<file path="src/rtl/intvirt_exit_ctrl.sv">
module intvirt_exit_ctrl #(
  parameter int PRIO_W = 4
) (
  input  logic              clk,
  input  logic              rst_n,
  input  logic              cfg_ext_exit,
  input  logic              cfg_win_exit,
  input  logic              cfg_prio_shadow,
  input  logic [PRIO_W-1:0] cfg_prio_thresh,
  input  logic              ext_irq,
  input  logic              guest_irq_en,
  input  logic              guest_irq_hold,
  input  logic              prio_wr,
  input  logic [PRIO_W-1:0] prio_wdata,
  output logic [PRIO_W-1:0] prio_rdata,
  output logic              hw_prio_we,
  output logic [PRIO_W-1:0] hw_prio_wdata,
  input  logic [PRIO_W-1:0] hw_prio_rdata,
  input  logic              insn_retire,
  input  logic              host_resume,
  output logic              exit_req,
  output logic [1:0]        exit_reason
);

  localparam logic [1:0] RSN_NONE = 2'd0;
  localparam logic [1:0] RSN_EXT  = 2'd1;
  localparam logic [1:0] RSN_WIN  = 2'd2;
  localparam logic [1:0] RSN_PRIO = 2'd3;

  logic              parked;
  logic              below_pend;
  logic [PRIO_W-1:0] shadow;

  wire hit_ext   = !parked && cfg_ext_exit && ext_irq;
  wire hit_win   = !parked && cfg_win_exit && guest_irq_en && !guest_irq_hold;
  wire hit_prio  = !parked && below_pend && insn_retire;
  wire any_hit   = hit_ext || hit_win || hit_prio;
  wire prio_wins = hit_prio && !hit_ext && !hit_win;
  wire shadow_wr = prio_wr && cfg_prio_shadow;

  assign prio_rdata    = cfg_prio_shadow ? shadow : hw_prio_rdata;
  assign hw_prio_we    = prio_wr && !cfg_prio_shadow;
  assign hw_prio_wdata = prio_wdata;

  always_ff @(posedge clk or negedge rst_n) begin
    if (!rst_n) shadow <= '0;
    else if (shadow_wr) shadow <= prio_wdata;
  end

  always_ff @(posedge clk or negedge rst_n) begin
    if (!rst_n) below_pend <= 1'b0;
    else if (shadow_wr && !parked) below_pend <= (prio_wdata < cfg_prio_thresh);
    else if (prio_wins) below_pend <= 1'b0;
  end

  always_ff @(posedge clk or negedge rst_n) begin
    if (!rst_n) parked <= 1'b0;
    else if (any_hit) parked <= 1'b1;
    else if (host_resume) parked <= 1'b0;
  end

  always_ff @(posedge clk or negedge rst_n) begin
    if (!rst_n) begin
      exit_req    <= 1'b0;
      exit_reason <= RSN_NONE;
    end else begin
      exit_req    <= any_hit;
      exit_reason <= hit_ext ? RSN_EXT : hit_win ? RSN_WIN : hit_prio ? RSN_PRIO : RSN_NONE;
    end
  end

  AST_EXT_EXIT: assert property (@(posedge clk) disable iff (!rst_n)
    (!parked && cfg_ext_exit && ext_irq) |=> (exit_req && exit_reason == RSN_EXT));
  AST_WIN_EXIT: assert property (@(posedge clk) disable iff (!rst_n)
    (!parked && !(cfg_ext_exit && ext_irq) && cfg_win_exit && guest_irq_en && !guest_irq_hold)
      |=> (exit_req && exit_reason == RSN_WIN));
  AST_SHADOW_RD: assert property (@(posedge clk) disable iff (!rst_n)
    (shadow_wr && cfg_prio_shadow) |=> (!cfg_prio_shadow || prio_rdata == $past(prio_wdata)));
  AST_PRIO_EXIT: assert property (@(posedge clk) disable iff (!rst_n)
    prio_wins |=> (exit_req && exit_reason == RSN_PRIO));
  AST_ONE_PULSE: assert property (@(posedge clk) disable iff (!rst_n)
    exit_req |=> !exit_req);
  AST_HOLD_OFF: assert property (@(posedge clk) disable iff (!rst_n)
    (parked && !host_resume) |=> !exit_req);
  AST_REASON_IDLE: assert property (@(posedge clk) disable iff (!rst_n)
    (exit_req == (exit_reason != RSN_NONE)));

endmodule

</file>
<file path="config.mk">
export PLATFORM = sky130hd
export DESIGN_NAME = intvirt_exit_ctrl
export DESIGN_NICKNAME = d
export VERILOG_FILES = /design/src/rtl/intvirt_exit_ctrl.sv
export SDC_FILE = /design/constraint.sdc
export NUM_CORES = 1
export LEC_CHECK = 0
export BUFFER_PORTS_ARGS = -buffer_cell sky130_fd_sc_hd__clkbuf_2
export CAP_MARGIN = 20
export CORE_UTILIZATION = 39
export DETAILED_ROUTE_END_ITERATION = 10
export PLACE_DENSITY_LB_ADDON = 0.08
export SLEW_MARGIN = 10
export SYNTH_ARGS = -nofsm -noshare
export SYNTH_HDL_FRONTEND = slang
export SYNTH_SLANG_ARGS = --single-unit
</file>
<file path="constraint.sdc">
create_clock -name clk -period 1.4 [get_ports clk]
set_input_delay 0.07 -clock clk [delete_from_list [all_inputs] [get_ports clk]]
set_output_delay 0.07 -clock clk [all_outputs]
set_load 0.01 [all_outputs]
</file>
==> reports/results.ini <==
[floorplan]
core-area_um2=1171
start_util=0.4391
num_rows=12
die_w_um=38.31
ios=35
die_area_um2=1468
die_h_um=38.31

[timing]
setup_viol=0
finalCritPeriodShare=0.8182
skew_ns=0.0001577
rsz0062_at_grt=false
fin_crit_ns=1.146
maxSlewViolCount=0
finalHoldViolCount=0
worst_pin_slew_ns=0.2544
tns_ns=0
timing.fmax_mhz=873.0
relSlewSlack=0.8300

[critical_path]
critPathKind=register to register
required_ns=1.55
endpoint_kind=register
arrival_ns=1.29
crit_fanout=6
cp-start-kind=register

[route]
via_count=451
drc_errors=0
wl_met2_um=370
wl_um=946
drtIter0Drc=10
highest_layer=met4
avgRoutedWirePerCell_um=9.854
met3_length_um=90
met1Wirelength_um=459
ant_nets=0
vias_per_cell=4.698
drt_pass1_iterations=3

[cells_and_area]
fin_nets=109
final_util=0.6047
area_delta_synth_final_pct=37.71
drive_gt1_frac=0.5732
fill_cells=103
antenna_cells=0

[power]
vdd_drop_max_mv=0.5916
p_leak_nw=0.3940
fin_total_pwr_mw=0.8089
p_per_area_nw_per_um2=1142

[yosys]
syn_area_um2=514.2
yosysSeqAreaShare=0.4380
ys_types=18
synth_top_cell_area_share=0.4380
syn_nets=73
syn_inst=47
yosys.area.top_type=dfrtp_1
synth_seq_cells=9
synth.area.top_cells=dfrtp_1, mux2_2, ha_1, buf_4, o21ai_0
postSynthAreaPerCell_um2=10.94
ys.warnings.count=0

[cts]
cts_resized=0
root_buffer=clkbuf_4
cts_made_buffers=3
ctsLongestPathBuffers=2
cts_max_level=1
clock-sinks=9
clk_pin_slew_worst_paths_ns=0.06
cts_tree=done
post_cts_buffers=0
clkLatencyLatePin_ns=0.26
cts_hold_buf=1

[grt]
grt_overflow=0
antenna_found_initial=0
grt_max_degree=10
grt_pass1_vias=363
grt_pass1_wl_um=1483
grt_usage=0.1570

[placement]
dp_hpwl_um=793.6
place_congestion=0.7132
io_buffers=34

[outcome]
status=finished, final reports clean

[flow_run]
maxCapViolations=0

[worst_hold_path]
hp-class=input port to register

[final timing paths]
path / startpoint / end / slack [ns] / cells past startpoint
max: parked$_DFFE_PN0P_ / below_pend$_DFFE_PN0P_ / 0.25 / 3
min: prio_wdata[0] / shadow[0]$_DFFE_PN0N_ / 0.07 / 2
max reg2reg: parked$_DFFE_PN0P_ / below_pend$_DFFE_PN0P_ / 0.25 / 3
min reg2reg: shadow[1]$_DFFE_PN0N_ / shadow[1]$_DFFE_PN0N_ / 0.51 / 1
max in group asynchronous: rst_n / exit_reason[1]$_DFF_PN0_ / 1.02 / 2
min in group asynchronous: rst_n / shadow[3]$_DFFE_PN0N_ / 0.19 / 2
[cell usage in the layout (no fill, tap or decap)]
cell type and n:
clkbuf_4 3, ha_1 3, a21o_2 1, nand3_1 1, clkbuf_1 1, inv_1 3, a211oi_1 1, nor2b_1 1
dlygate4sd3_1 1, nor3_1 1, nand2_1 4, mux2_2 8, dfrtp_1 9, clkbuf_2 34, or3b_1 1, a21oi_2 1
nand3b_1 2, and2b_1 1, o21ai_1 1, nand2b_1 2, o21ai_0 3
[power breakdown]
group / switching (mW) / total [mW] / internal [mW]
Combinational: 0.113 / 0.241 / 0.127
Sequential: 0.0372 / 0.367 / 0.330
Clock: 0.0916 / 0.202 / 0.110
Total: 0.242 / 0.809 / 0.567
[kinds of logic (layout without fill, tap and decap cells)]
logic type,after synthesis,count (layout),share of synthesized area
adders and majority gates,3,3,0.07300
and+or+nand+nor,13,13,0.1460
DFF,9,9,0.4380
AOI/OAI and AO/OA,7,7,0.08759
muxes,8,8,0.1752
buffers and inverters,7,42,0.08029
[state kept, by name, indices dropped and copies added (netlist names)]
signal       cells
shadow           4
exit_req         1
parked           1
below_pend       1
exit_reason      2
[cells in the mapped netlist (all sizes together)]
master	number
nand3b	2
a21o	1
nor3	1
o21ai	4
buf	4
a211oi	1
and2b	1
mux2	8
nand2	4
a21oi	1
inv	3
nand3	1
ha	3
nor2b	1
nand2b	2
dfrtp	9
or3b	1
[per-stage QoR]
stage               cell area [µm²]  hold slack [ns]  setup WS (ns)  instances
finish                        708.2          0.06509         0.2545         96
global route                  708.2          0.07690         0.1798         96
CTS                           708.2          0.06631         0.2521         96
detailed placement            671.9         -0.06079         0.2589         91
global placement              671.9         -0.06086         0.2802         91
floorplan                     514.2          -0.2256         0.3163         47
[layer usage]
layer | GRT usage | up-vias
li1 | - | 229
met1 | 0.2119 | 190
met2 | 0.2203 | 27
met3 | 0.03488 | 5
met4 | 0.1071 | 0
met5 | 0 | -
[worst max-delay path, stage by stage, from the launching register on]
cell and delay (ns):
dfrtp_1 0.42, or3b_1 0.43, a21oi_2 0.11, o21ai_1 0.07
[area by class of cell]
| type | instances | area (µm²) | area share |
|---|---|---|---|
| inverters | 3 | 11.26 | 0.01590 |
| multi-input cells | 31 | 247.7 | 0.3498 |
| repair buffers | 35 | 180.2 | 0.2544 |
| well taps | 14 | 17.52 | 0.02473 |
| flip-flops and latches | 9 | 225.2 | 0.3180 |
| clock buffers | 4 | 26.28 | 0.03710 |
Power figures use the tool's default switching activity.
